File: src/rtl/lin_mon_pkg.sv
package lin_mon_pkg;
    localparam int NFLAG  = 3;
    localparam int IDX_PB = 0;
    localparam int IDX_BE = 1;
    localparam int IDX_RR = 2;

    typedef struct packed {
        logic blocked;
    } top_state_t;
endpackage

File: src/rtl/lin_dom_detect.sv
module lin_dom_detect #(
    parameter int THRESH = 31
) (
    input  logic clk,
    input  logic rst_n,
    input  logic smp_en,
    input  logic rx_line,
    input  logic frame_act,
    output logic hit
);
    localparam int CW = $clog2(THRESH + 1);
    localparam logic [CW-1:0] LIM    = CW'(THRESH);
    localparam logic [CW-1:0] LIM_M1 = CW'(THRESH - 1);

    typedef struct packed {
        logic [CW-1:0] cnt;
    } dom_state_t;

    dom_state_t st_d, st_q;

    always_comb begin
        st_d = st_q;
        hit  = 1'b0;
        if (!frame_act) begin
            st_d.cnt = '0;
        end else if (smp_en) begin
            if (rx_line) begin
                st_d.cnt = '0;
            end else if (st_q.cnt != LIM) begin
                st_d.cnt = st_q.cnt + CW'(1);
                if (st_q.cnt == LIM_M1) begin
                    hit = 1'b1;
                end
            end
        end
    end

    always_ff @(posedge clk or negedge rst_n) begin
        if (!rst_n) begin
            st_q <= '0;
        end else begin
            st_q <= st_d;
        end
    end
endmodule

File: src/rtl/lin_byte_check.sv
module lin_byte_check #(
    parameter int DW = 8
) (
    input  logic          tx_done,
    input  logic          fast_chk,
    input  logic [DW-1:0] tx_byte,
    input  logic [DW-1:0] rx_byte,
    input  logic          rx_valid,
    input  logic          frame_act,
    input  logic          wake_brk,
    output logic          mismatch_hit,
    output logic          unreq_hit
);
    logic [DW-1:0] diff;

    always_comb begin
        diff         = tx_byte ^ rx_byte;
        mismatch_hit = tx_done && !fast_chk && (|diff);
        unreq_hit    = rx_valid && !frame_act && !wake_brk;
    end
endmodule

File: src/rtl/lin_flag_bank.sv
module lin_flag_bank #(
    parameter int N = 3
) (
    input  logic         clk,
    input  logic         rst_n,
    input  logic [N-1:0] set,
    input  logic         clr_wr,
    input  logic [N-1:0] clr_data,
    output logic [N-1:0] flags_q
);
    logic [N-1:0] flags_d;

    for (genvar i = 0; i < N; i++) begin : g_flag
        always_comb begin
            flags_d[i] = set[i] | (flags_q[i] & ~(clr_wr & clr_data[i]));
        end
    end

    always_ff @(posedge clk or negedge rst_n) begin
        if (!rst_n) begin
            flags_q <= '0;
        end else begin
            flags_q <= flags_d;
        end
    end
endmodule

File: src/rtl/lin_err_monitor.sv
module lin_err_monitor
    import lin_mon_pkg::*;
#(
    parameter int DW     = 8,
    parameter int THRESH = 31
) (
    input  logic          clk,
    input  logic          rst_n,
    input  logic          smp_en,
    input  logic          rx_line,
    input  logic          frame_act,
    input  logic          tx_done,
    input  logic [DW-1:0] tx_byte,
    input  logic [DW-1:0] rx_byte,
    input  logic          rx_valid,
    input  logic          wake_brk,
    input  logic          fast_chk,
    input  logic          dreg_rd,
    input  logic          clr_wr,
    input  logic [2:0]    clr_data,
    input  logic [2:0]    irq_en,
    output logic          pberr,
    output logic          berr,
    output logic          rxrdy,
    output logic          blocked,
    output logic          irq
);
    logic             dom_hit;
    logic             mis_hit;
    logic             unreq_hit;
    logic [NFLAG-1:0] set_vec;
    logic [NFLAG-1:0] flags;
    top_state_t       st_d, st_q;

    lin_dom_detect #(.THRESH(THRESH)) u_dom (
        .clk       (clk),
        .rst_n     (rst_n),
        .smp_en    (smp_en),
        .rx_line   (rx_line),
        .frame_act (frame_act),
        .hit       (dom_hit)
    );

    lin_byte_check #(.DW(DW)) u_chk_byte (
        .tx_done      (tx_done),
        .fast_chk     (fast_chk),
        .tx_byte      (tx_byte),
        .rx_byte      (rx_byte),
        .rx_valid     (rx_valid),
        .frame_act    (frame_act),
        .wake_brk     (wake_brk),
        .mismatch_hit (mis_hit),
        .unreq_hit    (unreq_hit)
    );

    always_comb begin
        set_vec         = '0;
        set_vec[IDX_PB] = dom_hit;
        set_vec[IDX_BE] = mis_hit | unreq_hit;
        set_vec[IDX_RR] = unreq_hit;
    end

    lin_flag_bank #(.N(NFLAG)) u_flags (
        .clk      (clk),
        .rst_n    (rst_n),
        .set      (set_vec),
        .clr_wr   (clr_wr),
        .clr_data (clr_data),
        .flags_q  (flags)
    );

    always_comb begin
        st_d = st_q;
        if (unreq_hit) begin
            st_d.blocked = 1'b1;
        end else if (dreg_rd) begin
            st_d.blocked = 1'b0;
        end
    end

    always_ff @(posedge clk or negedge rst_n) begin
        if (!rst_n) begin
            st_q <= '0;
        end else begin
            st_q <= st_d;
        end
    end

    assign pberr   = flags[IDX_PB];
    assign berr    = flags[IDX_BE];
    assign rxrdy   = flags[IDX_RR];
    assign blocked = st_q.blocked;
    assign irq     = |(flags & irq_en);
endmodule

File: config.mk
export PLATFORM = sky130hd
export DESIGN_NAME = lin_err_monitor
export DESIGN_NICKNAME = d
export VERILOG_FILES = /design/src/rtl/lin_mon_pkg.sv /design/src/rtl/lin_dom_detect.sv /design/src/rtl/lin_byte_check.sv /design/src/rtl/lin_flag_bank.sv /design/src/rtl/lin_err_monitor.sv
export SDC_FILE = /design/constraint.sdc
export NUM_CORES = 1
export LEC_CHECK = 0
export BUFFER_PORTS_ARGS = -buffer_cell sky130_fd_sc_hd__buf_2
export CAP_MARGIN = 5
export CORE_MARGIN = 2
export CORE_UTILIZATION = 35
export DETAILED_ROUTE_END_ITERATION = 10
export PLACE_DENSITY = 0.69
export SYNTH_ARGS = -nofsm -noshare
export SYNTH_HDL_FRONTEND = slang
export SYNTH_SLANG_ARGS = --single-unit
export TNS_END_PERCENT = 100
File: constraint.sdc
create_clock -name clk -period 2.1 [get_ports clk]
set_input_delay 0.105 -clock clk [delete_from_list [all_inputs] [get_ports clk]]
set_output_delay 0.105 -clock clk [all_outputs]
set_load 0.01 [all_outputs]
### After elaboration in Yosys (flattened, before gate mapping)

Cells that the tools add are included.

* flip-flop bits (word level): 9
* bits of input ports: 33
* output and inout bits: 5

* add/sub/neg operators: 1
* eq/ne operators: 4
* muxes and demuxes: 11
* bitwise operators: 15
* reductions and logical operators: 11

Operator list (count)
* 5-bit two-way mux: 4
* 8-bit OR reduction: 1
* 8-bit bitwise XOR: 1
* 1-bit two-way mux: 7
* 1-bit bitwise AND: 6
* 5-bit by 1-bit adder with 5-bit output (second input constant): 1
* 5-bit == test (second input constant): 1
* 5-bit != test (second input constant): 1
* 1-bit logical AND: 4
* 1-bit bitwise OR: 4
* 3-bit bitwise AND: 1
* 1-bit zero test: 3
* 3-bit by 2-bit != test with 1-bit output (second input constant): 1
* 1-bit inverter: 3
* 3-bit OR reduction: 1
* 2-bit != test (second input constant): 1
* 2-bit AND reduction: 1
* 2-bit nonzero test: 1

### Longest topological paths before layout

Gate-level depths: netlist of run 1.

* word-level depth: 7
* mapped depth: 7
* gate-level depth less buffers: 7

### Cells and area by module

From an unflattened synthesis of run 1, not the netlist that was laid out.

* cell total of the unflattened synthesis: 63
* area, all modules: 610.6 µm²

Modules (own cells, without submodules)
* lin_dom_detect: instances 1, cells each 35, area each 344.1 µm²
* lin_flag_bank: instances 1, cells each 9, area each 108.9 µm²
* lin_byte_check: instances 1, cells each 13, area each 101.3 µm²
* lin_err_monitor: instances 1, cells each 6, area each 56.3 µm²

### Least setup slack after synthesis of run 1

OpenSTA, ideal clock, no wires.

* path kind: reg-to-reg
* start point: reg u_dom.st_q[0] (netlist name)
* end point: reg u_dom.st_q[3] (netlist name)
* data arrival time: 1.506 ns
* data required time: 1.981 ns
* slack: 0.475 ns
* cell stages (with the launch flop): 8
* buffers on the path: 0
* clock period less this slack: 1.625 ns
* path through: dfrtp_1 > ha_1 > and3_1 > ha_1 > nand4b_1 > mux2i_1 > o2bb2ai_1 > and2_1

* word-level cells in the longest chain between the ends: 5

Ends and longest elaborated chain
* start, declared: line lin_dom_detect.sv:19 `dom_state_t st_d, st_q;`
* start signal, assigned: line lin_dom_detect.sv:42 `st_q <= st_d;`
* 5-bit by 1-bit adder with 5-bit output: line lin_dom_detect.sv:30 `st_d.cnt = st_q.cnt + CW'(1);`
* 5-bit two-way mux: line lin_dom_detect.sv:29 `end else if (st_q.cnt != LIM) begin`
* 5-bit two-way mux: line lin_dom_detect.sv:27 `if (rx_line) begin`
* 5-bit two-way mux: line lin_dom_detect.sv:26 `end else if (smp_en) begin`
* 5-bit two-way mux: line lin_dom_detect.sv:24 `if (!frame_act) begin`

Several ways; a longest one is shown, not always the timed one. The select of a mux whose other input is x is not followed.
A chain may end at the register's enable or synchronous reset.

### Final worst setup path of run 1

Ends and elaborated chain as after synthesis.

==> results.sh, run 1 <==
export IMPL_yosysSeqAreaShare_pct=38.30
export IMPL_yosys_register_bits=9
export IMPL_path_class="reg -> reg"
export IMPL_htree_levels=1
export IMPL_hold_path_class="in -> reg"
export IMPL_grt_pass1_vias=502
export IMPL_port_buffers=37
export IMPL_crit_arrival_ps=1870
export IMPL_async_flop_share_pct=100.0
export IMPL_dr_pass1_iters=4
export IMPL_fill_cells=157
export IMPL_fmaxAchievable_mhz=579.4
export IMPL_final_setup_viol_count=0
export IMPL_ys_top_cells_by_count="dfrtp_1 (9), xnor2_1 (8), nand2_1 (6)"
export IMPL_cp_max_fo=4
export IMPL_syn_area_per_cell_sq_um=9.801
export IMPL_drt_wl_total_mm=1.300
export IMPL_cts_repair_resized=0
export IMPL_grt_usage_pct=13.75
export IMPL_fin_skew_ps=0.9295
export IMPL_die_h_um=44.99
export IMPL_ys_flop_type="dfrtp_1"
export IMPL_gp_congestion=0.7701
export IMPL_io_pins=38
export IMPL_overflow=0
export IMPL_ctsHoldBuffers=1
export IMPL_yosysMostFrequentCell="dfrtp_1"
export IMPL_drv_slew=0
export IMPL_synth_top_area_cell="dfrtp_1"
export IMPL_synth_top_family_by_area="simple AND/OR/NAND/NOR gates"
export IMPL_synthCells=60
export IMPL_routedWlPerCell_um=11.02
export IMPL_startpoint_type="register"
export IMPL_clk_pin_slew_ps=60
export IMPL_grt_max_degree=10
export IMPL_period_needed_ps=1726
export IMPL_nets=139
export IMPL_p_seq_share_pct=46.2
export IMPL_comb_power_share_pct=22.5
export IMPL_muxShareOfSynthArea_pct=1.702
export IMPL_start_util_pct=38.15
export IMPL_synth_xor_area_share_pct=11.91
export IMPL_core_area_sq_mm=0.001541
export IMPL_end_kind="register"
export IMPL_power_leakage_uw=0.0004377
export IMPL_design_die_area_sq_mm=0.002024
export IMPL_cts_tree="yes"
export IMPL_antenna_found_initial=0
export IMPL_power_internal_uw=305.9
export IMPL_ys_warn_count=0
export IMPL_p_sw_uw=99.48
export IMPL_hold_ws_ps=114.0
export IMPL_cts_buffers=3
export IMPL_antenna_left=0
export IMPL_drt_vias_per_instance=4.873
export IMPL_netSwitchingFraction_pct=24.54
export IMPL_synth_compound_area_share_pct=16.38
export IMPL_max_cap_violations=0
export IMPL_worstMarginPinSlew_ps=396.5
export IMPL_synthesis_nets=96
export IMPL_clockBufferDepth=2
export IMPL_rsz0062_at_grt="no"
export IMPL_peakVddDrop_uv=335.3
export IMPL_required_ps=2250
export IMPL_synth_adder_area_share_pct=6.383
export IMPL_place_hpwl_mm=1.137
export IMPL_synth_top_area_share_pct=38.30
export IMPL_syn_area_sq_um=588.1
export IMPL_grt_pass1_wl_mm=1.973
export IMPL_vias=575
export IMPL_outcome="finished clean"
export IMPL_cts_root_buffer="clkbuf_4"
export IMPL_synth_edf_count=0
export IMPL_drive_gt1_share_pct=40.20
export IMPL_cts_sinks=9
export IMPL_p_clk_share_pct=31.3
export IMPL_drt_initial_drc_count=6
export IMPL_power_density_mw_per_mm2=488.7
export IMPL_drc=0
export IMPL_period_share_pct=82.18
export IMPL_yosys_area_share_simple_pct=22.13
export IMPL_max_slew_margin_pct=73.51
export IMPL_num_rows=14
export IMPL_final_setup_tns_ps=0
export IMPL_cts_setup_buffers=0
export IMPL_die_w_um=44.99
export IMPL_insertion_delay_ps=250
export IMPL_synth_area_leaders="dfrtp_1 (38%), xnor2_1 (12%), ha_1 (6.4%), nor2b_1 (5.3%), nand2_1 (3.8%)"
export IMPL_synth_cell_types=23
export IMPL_synthToLayoutAreaGrowth_pct=41.06
export IMPL_num_antenna_cells=0
export IMPL_finalHoldViolations=0
metal layers:
metal | vias to the layer above | GRT usage [%] | share of wire [%]
li1 | 295 | - | -
met1 | 263 | 15.19 | 40
met2 | 17 | 24.00 | 52
met3 | 0 | 7.200 | 7.7
met4 | 0 | 1.765 | 0
met5 | - | 0 | 0
cells in the final DEF, fill, tap and decap left out, types with 2 or more instances in the layout:
| cell | Yosys | final |
|---|---|---|
| a21oi_1 | 3 | 3 |
| a21o_1 | 2 | 2 |
| o21ai_1 | 3 | 3 |
| nor2b_1 | 5 | 5 |
| ha_1 | 3 | 3 |
| inv_1 | 5 | 5 |
| a21boi_1 | 2 | 2 |
| xnor2_1 | 8 | 8 |
| buf_2 | 0 | 37 |
| dfrtp_1 | 9 | 9 |
| nand4_1 | 2 | 2 |
| clkbuf_4 | 0 | 3 |
| nand2_1 | 6 | 6 |
final timing paths:
| kind | start | to | slack (ps) | depth (start not counted) |
|---|---|---|---|---|
| setup reg to reg | u_dom.st_q[0] | u_dom.st_q[3] | 370 | 7 |
| hold reg to reg | blocked | blocked | 480 | 1 |
| min in group asynchronous | rst_n | u_dom.st_q[0] | 230 | 2 |
| setup / recovery | u_dom.st_q[0] | u_dom.st_q[3] | 370 | 7 |
| hold / removal | fast_chk | u_flags.flags_q[1] | 110 | 4 |
| max in group asynchronous | rst_n | u_dom.st_q[2] | 1700 | 2 |
cell families (layout without fill, tap and decap cells):
group / after synthesis / after routing
adders and majority gates: 3 / 3
DFF: 9 / 9
and+or+nand+nor: 20 / 20
buffers and inverters: 5 / 47
AOI/OAI and AO/OA: 14 / 14
xor gates and xnor gates: 8 / 8
muxes: 1 / 1
through the flow:
step                instances  utilization, %  setup WS, ps  cell area, sq um  power (uW)
global placement          113           51.46         417.5             793.3       279.6
finish                    118           53.81         374.2             829.5       405.4
CTS                       118           53.81         364.5             829.5       416.3
detailed placement        113           51.46         381.4             793.3       281.9
global route              118           53.81         239.8             829.5       437.0
floorplan                  60               -         475.0             588.1       229.9
layout make-up:
class                      count  area [sq um]  area share [%]
inverter                       5         18.77           2.262
tap                           16         20.02           2.413
clock buffer                   4         26.28           3.167
sequential                     9         225.2           27.15
multi-input combinational     46         344.1           41.48
timing repair buffer          38         195.2           23.53
flip-flops by register name (all words and copies together) (netlist names):
name             count
blocked              1
u_flags.flags_q      3
u_dom.st_q           5
worst max-delay path, stage by stage, from the launching register on:
cell       delay, ps
dfrtp_1          410
ha_1             230
and3_1           150
ha_1             220
nand4b_1         210
mux2i_1          160
o2bb2ai_1         80
and2_1           150
power by group through the flow:
stage	sequential, uW	combinational (uW)	clock, uW
finish	187	91.4	127
floorplan	193	37.4	0
global placement	189	90.2	0
CTS	187	93.2	136
global route	188	102	147
detailed placement	190	91.6	0
(Power assumes the default switching activity.)
==> run 2: changes to the inputs <==
- clock period: 2.1 -> 1.6 ns (I/O delays scaled with it)
==> results.sh, run 2 (synthesis results as in run 1) <==
export IMPL_outcome="finished clean"
export IMPL_fmaxAchievable_mhz=643.3
export IMPL_die_h_um=44.99
export IMPL_p_clk_share_pct=32.9
export IMPL_max_cap_violations=0
export IMPL_place_area_sq_um=818.3
export IMPL_synthToLayoutAreaGrowth_pct=49.57
export IMPL_final_setup_viol_count=0
export IMPL_vias=612
export IMPL_power_internal_uw=405.9
export IMPL_io_pins=38
export IMPL_fin_skew_ps=5.987
export IMPL_required_ps=1760
export IMPL_comb_power_share_pct=22.9
export IMPL_layout_commonest_cell="buf_2"
export IMPL_start_util_pct=38.15
export IMPL_worstMarginPinSlew_ps=413.2
export IMPL_fill_cells=160
export IMPL_p_sw_uw=146.2
export IMPL_place_hpwl_mm=1.261
export IMPL_grt_max_degree=10
export IMPL_drt_wl_total_mm=1.543
export IMPL_cts_tree="yes"
export IMPL_clockBufferDepth=2
export IMPL_nets=143
export IMPL_period_share_pct=97.16
export IMPL_gp_congestion=0.8050
export IMPL_antenna_left=0
export IMPL_htree_levels=1
export IMPL_grt_pass1_vias=565
export IMPL_power_leakage_uw=0.0004508
export IMPL_layout_common_cells="buf_2 (37), dfrtp_1 (9), xnor2_1 (8), nand2_1 (6)"
export IMPL_period_needed_ps=1555
export IMPL_fin_area_sq_um=879.6
export IMPL_regMostFlops="u_dom.st_q"
export IMPL_hold_path_class="in -> reg"
export IMPL_drive_gt1_share_pct=45.28
export IMPL_netSwitchingFraction_pct=26.48
export IMPL_startpoint_type="register"
export IMPL_max_slew_margin_pct=72.39
export IMPL_routedWlPerCell_um=12.65
export IMPL_dr_pass1_iters=4
export IMPL_die_w_um=44.99
export IMPL_clk_pin_slew_ps=70
export IMPL_num_antenna_cells=0
export IMPL_drt_vias_per_instance=5.016
export IMPL_overflow=0
export IMPL_grt_usage_pct=16.54
export IMPL_crit_arrival_ps=1720
export IMPL_num_rows=14
export IMPL_core_area_sq_mm=0.001541
export IMPL_port_buffers=37
export IMPL_end_kind="register"
export IMPL_layout_setup_ws_ps=45.40
export IMPL_cts_root_buffer="clkbuf_4"
export IMPL_drc=0
export IMPL_drv_slew=0
export IMPL_power_density_mw_per_mm2=627.8
export IMPL_path_class="reg -> reg"
export IMPL_antenna_found_initial=0
export IMPL_grt_pass1_wl_mm=2.346
export IMPL_p_seq_share_pct=44.1
export IMPL_rsz0062_at_grt="yes"
export IMPL_drt_initial_drc_count=5
export IMPL_insertion_delay_ps=270
export IMPL_largest_reg_flops=5
export IMPL_peakVddDrop_uv=382.5
export IMPL_cts_buffers=3
export IMPL_post_place_ws_ps=-18.26
export IMPL_cp_max_fo=3
export IMPL_design_die_area_sq_mm=0.002024
export IMPL_cts_sinks=9
export IMPL_finalHoldViolations=0
[run 2: cell types whose count changed in the layout (fill, tap and decap cells not counted)]
| cell | before | now |
|---|---|---|
| and3_1 | 1 | 0 |
| and3_4 | 0 | 1 |
| buf_4 | 0 | 4 |
| ha_1 | 3 | 1 |
| ha_2 | 0 | 1 |
| ha_4 | 0 | 1 |
[run 2: final timing paths]
path / start / end / slack [ps] / cells after the start
worst max register to register: u_dom.st_q[1] / u_dom.st_q[3] / 50 / 7
worst min-delay path: dreg_rd / blocked / 80 / 3
worst min register to register: blocked / blocked / 480 / 1
worst max-delay path: u_dom.st_q[1] / u_dom.st_q[3] / 50 / 7
max in group asynchronous: rst_n / u_dom.st_q[4] / 1210 / 2
min in group asynchronous: rst_n / u_dom.st_q[0] / 200 / 2
[run 2: cell type report]
type | count | area [sq um] | share of cell area [%]
inverter | 5 | 18.77 | 2.134
multi-input combinational | 46 | 364.1 | 41.39
clock buffer | 4 | 26.28 | 2.987
timing repair buffer | 42 | 225.2 | 25.60
sequential | 9 | 225.2 | 25.60
tap | 16 | 20.02 | 2.276
[run 2: per-stage QoR]
stage / util (%) / TNS (ps) / instances / total power [uW] / hold slack, ps
2_1_floorplan: - / 0 / 60 / 301.7 / -215.6
3_3_place_gp: 53.08 / 0 / 116 / 369.8 / -56.58
3_5_place_dp: 53.08 / -18.26 / 116 / 372.7 / -49.42
4_1_cts: 56.57 / 0 / 121 / 559.2 / 74.91
5_1_grt: 57.06 / -23.50 / 122 / 584.8 / 86.63
6_report: 57.06 / 0 / 122 / 552.2 / 77.51
[run 2: repair_timing]
action / in CTS / in global routing
endpoints found under the hold margin: 9 / 0
pin swaps: 0 / 3
gates resized for setup: 3 / 0
setup endpoints to repair: 1 / 2
setup buffers: 0 / 1
hold buffers: 1 / 0
[run 2: power groups by stage]
| stage | registers [uW] | clock network, uW | logic [uW] |
|---|---|---|---|
| 2_1_floorplan | 253 | 0 | 49.1 |
| 3_3_place_gp | 248 | 0 | 122 |
| 3_5_place_dp | 248 | 0 | 125 |
| 4_1_cts | 244 | 189 | 127 |
| 5_1_grt | 245 | 200 | 140 |
| 6_report | 244 | 182 | 127 |
[run 2: routing by layer]
metal  wire length, um  GRT usage (%)
met5                 0              0
met4                36          10.59
met3                67          2.400
met2               828          28.29
met1               611          19.10
[run 2: worst max-delay path: stages (launching register included)]
cell and delay (ps):
dfrtp_1 380, ha_2 190, and3_4 150, ha_4 170, nand4b_1 190, mux2i_1 160
o2bb2ai_1 80, and2_1 130
==> run 3: changes to the inputs <==
- ABC_AREA: unset -> 1
- PLACE_DENSITY: 0.69 -> 0.68
==> results.sh, run 3 <==
export IMPL_outcome="finished clean"
export IMPL_gp_congestion=0.7166
export IMPL_antenna_left=0
export IMPL_synth_xor_area_share_pct=5.416
export IMPL_startpoint_type="register"
export IMPL_yosysSeqAreaShare_pct=34.82
export IMPL_vias=746
export IMPL_cts_root_buffer="clkbuf_4"
export IMPL_cts_sinks=9
export IMPL_synth_top_family_by_area="simple AND/OR/NAND/NOR gates"
export IMPL_final_setup_viol_count=0
export IMPL_drt_initial_drc_count=5
export IMPL_drv_slew=0
export IMPL_num_antenna_cells=0
export IMPL_grt_max_degree=10
export IMPL_cts_tree="yes"
export IMPL_nets=180
export IMPL_comb_power_share_pct=24.0
export IMPL_end_kind="register"
export IMPL_num_rows=15
export IMPL_layout_common_cells="buf_2 (37), nand2_1 (36), inv_1 (20), dfrtp_1 (9)"
export IMPL_required_ps=1750
export IMPL_grt_pass1_vias=656
export IMPL_final_setup_tns_ps=0
export IMPL_worstMarginPinSlew_ps=232.1
export IMPL_largest_reg_flops=5
export IMPL_max_slew_margin_pct=84.40
export IMPL_fin_area_sq_um=934.6
export IMPL_crit_arrival_ps=1670
export IMPL_syn_area_per_cell_sq_um=6.601
export IMPL_power_leakage_uw=0.0005479
export IMPL_cts_buffers=3
export IMPL_grt_pass1_wl_mm=2.339
export IMPL_clk_pin_slew_ps=60
export IMPL_dr_pass1_iters=4
export IMPL_synthToLayoutAreaGrowth_pct=44.49
export IMPL_regMostFlops="u_dom.st_q"
export IMPL_layout_setup_ws_ps=85.39
export IMPL_grt_usage_pct=14.98
export IMPL_hold_path_class="in -> reg"
export IMPL_post_place_ws_ps=10.26
export IMPL_period_needed_ps=1515
export IMPL_design_die_area_sq_mm=0.002208
export IMPL_antenna_found_initial=0
export IMPL_p_sw_uw=157.2
export IMPL_layout_commonest_cell="buf_2"
export IMPL_fill_cells=184
export IMPL_die_h_um=46.99
export IMPL_synth_top_area_share_pct=34.82
export IMPL_netSwitchingFraction_pct=28.12
export IMPL_drt_vias_per_instance=4.440
export IMPL_synth_adder_area_share_pct=5.803
export IMPL_place_hpwl_mm=1.230
export IMPL_synth_cell_types=16
export IMPL_p_clk_share_pct=32.2
export IMPL_async_flop_share_pct=100.0
export IMPL_drive_gt1_share_pct=37.06
export IMPL_synthesis_nets=134
export IMPL_path_class="reg -> reg"
export IMPL_core_area_sq_mm=0.001727
export IMPL_fin_skew_ps=7.959
export IMPL_yosys_area_share_simple_pct=33.85
export IMPL_max_cap_violations=0
export IMPL_ys_warn_count=0
export IMPL_finalPower_uw=559.1
export IMPL_p_seq_share_pct=43.8
export IMPL_routedWlPerCell_um=8.893
export IMPL_yosys_register_bits=9
export IMPL_yosysMostFrequentCell="nand2_1"
export IMPL_hold_ws_ps=24.69
export IMPL_peakVddDrop_uv=305.4
export IMPL_io_pins=38
export IMPL_synth_area_leaders="dfrtp_1 (35%), nand2_1 (22%), inv_1 (13%), ha_1 (5.8%), xnor2_1 (4.1%)"
export IMPL_synth_top_area_cell="dfrtp_1"
export IMPL_ys_top_cells_by_count="nand2_1 (38), inv_1 (22), dfrtp_1 (9)"
export IMPL_fmaxAchievable_mhz=660.2
export IMPL_cp_max_fo=7
export IMPL_htree_levels=1
export IMPL_insertion_delay_ps=270
export IMPL_period_share_pct=94.66
export IMPL_power_density_mw_per_mm2=598.2
export IMPL_start_util_pct=37.46
export IMPL_place_area_sq_um=863.3
export IMPL_rsz0062_at_grt="yes"
export IMPL_synthCells=98
export IMPL_syn_area_sq_um=646.9
export IMPL_power_internal_uw=401.9
export IMPL_die_w_um=46.99
export IMPL_ys_flop_type="dfrtp_1"
export IMPL_overflow=0
export IMPL_finalHoldViolations=0
export IMPL_synth_edf_count=0
export IMPL_muxShareOfSynthArea_pct=0
export IMPL_clockBufferDepth=2
export IMPL_drt_wl_total_mm=1.494
export IMPL_synth_compound_area_share_pct=7.350
export IMPL_drc=0
export IMPL_port_buffers=37
==> run 3: cell types whose count changed in the layout (fill, tap and decap cells not counted), moves of 3 or more <==
cell	delta
o21ai_0	+4
nand2_2	+3
inv_1	+15
xnor2_1	-5
nor2_1	+4
a21oi_1	-3
nand2_1	+30
nor2b_1	-5
==> run 3: cell families (layout without fill, tap and decap cells) <==
kind of cell,count (synthesis),count (layout)
flip-flops,9,9
buffers and inverters,22,67
AO/OA/AOI/OAI,8,8
adder cells (fa/ha/maj),3,3
AND/OR/NAND/NOR,52,52
XOR/XNOR,4,4
==> run 3: per-stage QoR <==
step                util (%)  instances
finish                 54.13        168
global route           54.13        168
CTS                    52.25        165
detailed placement     50.00        160
global placement       50.00        160
floorplan                  -         98
==> run 3: cell type report <==
class	instances	area (sq um)	share of cell area, %
Clock buffer	4	26.28	2.811
Multi-Input combinational cell	67	351.6	37.62
Inverter	22	82.58	8.835
Sequential cell	9	225.2	24.10
Tap cell	25	31.28	3.347
Timing Repair Buffer	41	217.7	23.29
==> run 3: worst max-delay path, stage by stage, from the launching register on <==
cell and delay, ps:
dfrtp_1 370, ha_2 200, inv_2 40, nor2_2 70
ha_2 170, inv_2 40, o21ai_2 160, nand2_2 130
nand2_2 90, nand2_1 50, inv_1 50, nor2_1 30
==> run 3: what timing repair did <==
| item | CTS | global route |
|---|---|---|
| gates resized for setup | 1 | 7 |
| cloned | 0 | 0 |
| setup buffers | 0 | 3 |
| pin swaps | 0 | 6 |
| endpoints found under the hold margin | 9 | 0 |
| hold buffers | 1 | 0 |
| setup endpoints to repair | 1 | 3 |
==> run 3: power groups by stage <==
stage / clock (uW) / sequential (uW) / combinational [uW]
2_1_floorplan: 0 / 253 / 57.4
5_1_grt: 186 / 246 / 156
3_3_place_gp: 0 / 249 / 127
6_report: 180 / 245 / 134
4_1_cts: 182 / 245 / 134
3_5_place_dp: 0 / 250 / 130
==> run 3: path summary, 6_finish.rpt <==
path	start	end	slack (ps)	depth (start not counted)
min	dreg_rd	blocked	20	2
max in group asynchronous	rst_n	blocked	1230	2
min in group asynchronous	rst_n	u_dom.st_q[4]	180	2
max	u_dom.st_q[1]	u_dom.st_q[3]	90	11
min reg2reg	u_flags.flags_q[0]	u_flags.flags_q[0]	510	2
max reg2reg	u_dom.st_q[1]	u_dom.st_q[3]	90	11
==> run 3: routing by layer <==
metal / global-route usage [%] / up-vias / routed length [um]
met1: 17.02 / 329 / 607
met3: 4.615 / 3 / 95
met2: 26.58 / 26 / 769
met4: 5.000 / 0 / 22
li1: - / 388 / -
met5: 0 / - / 0
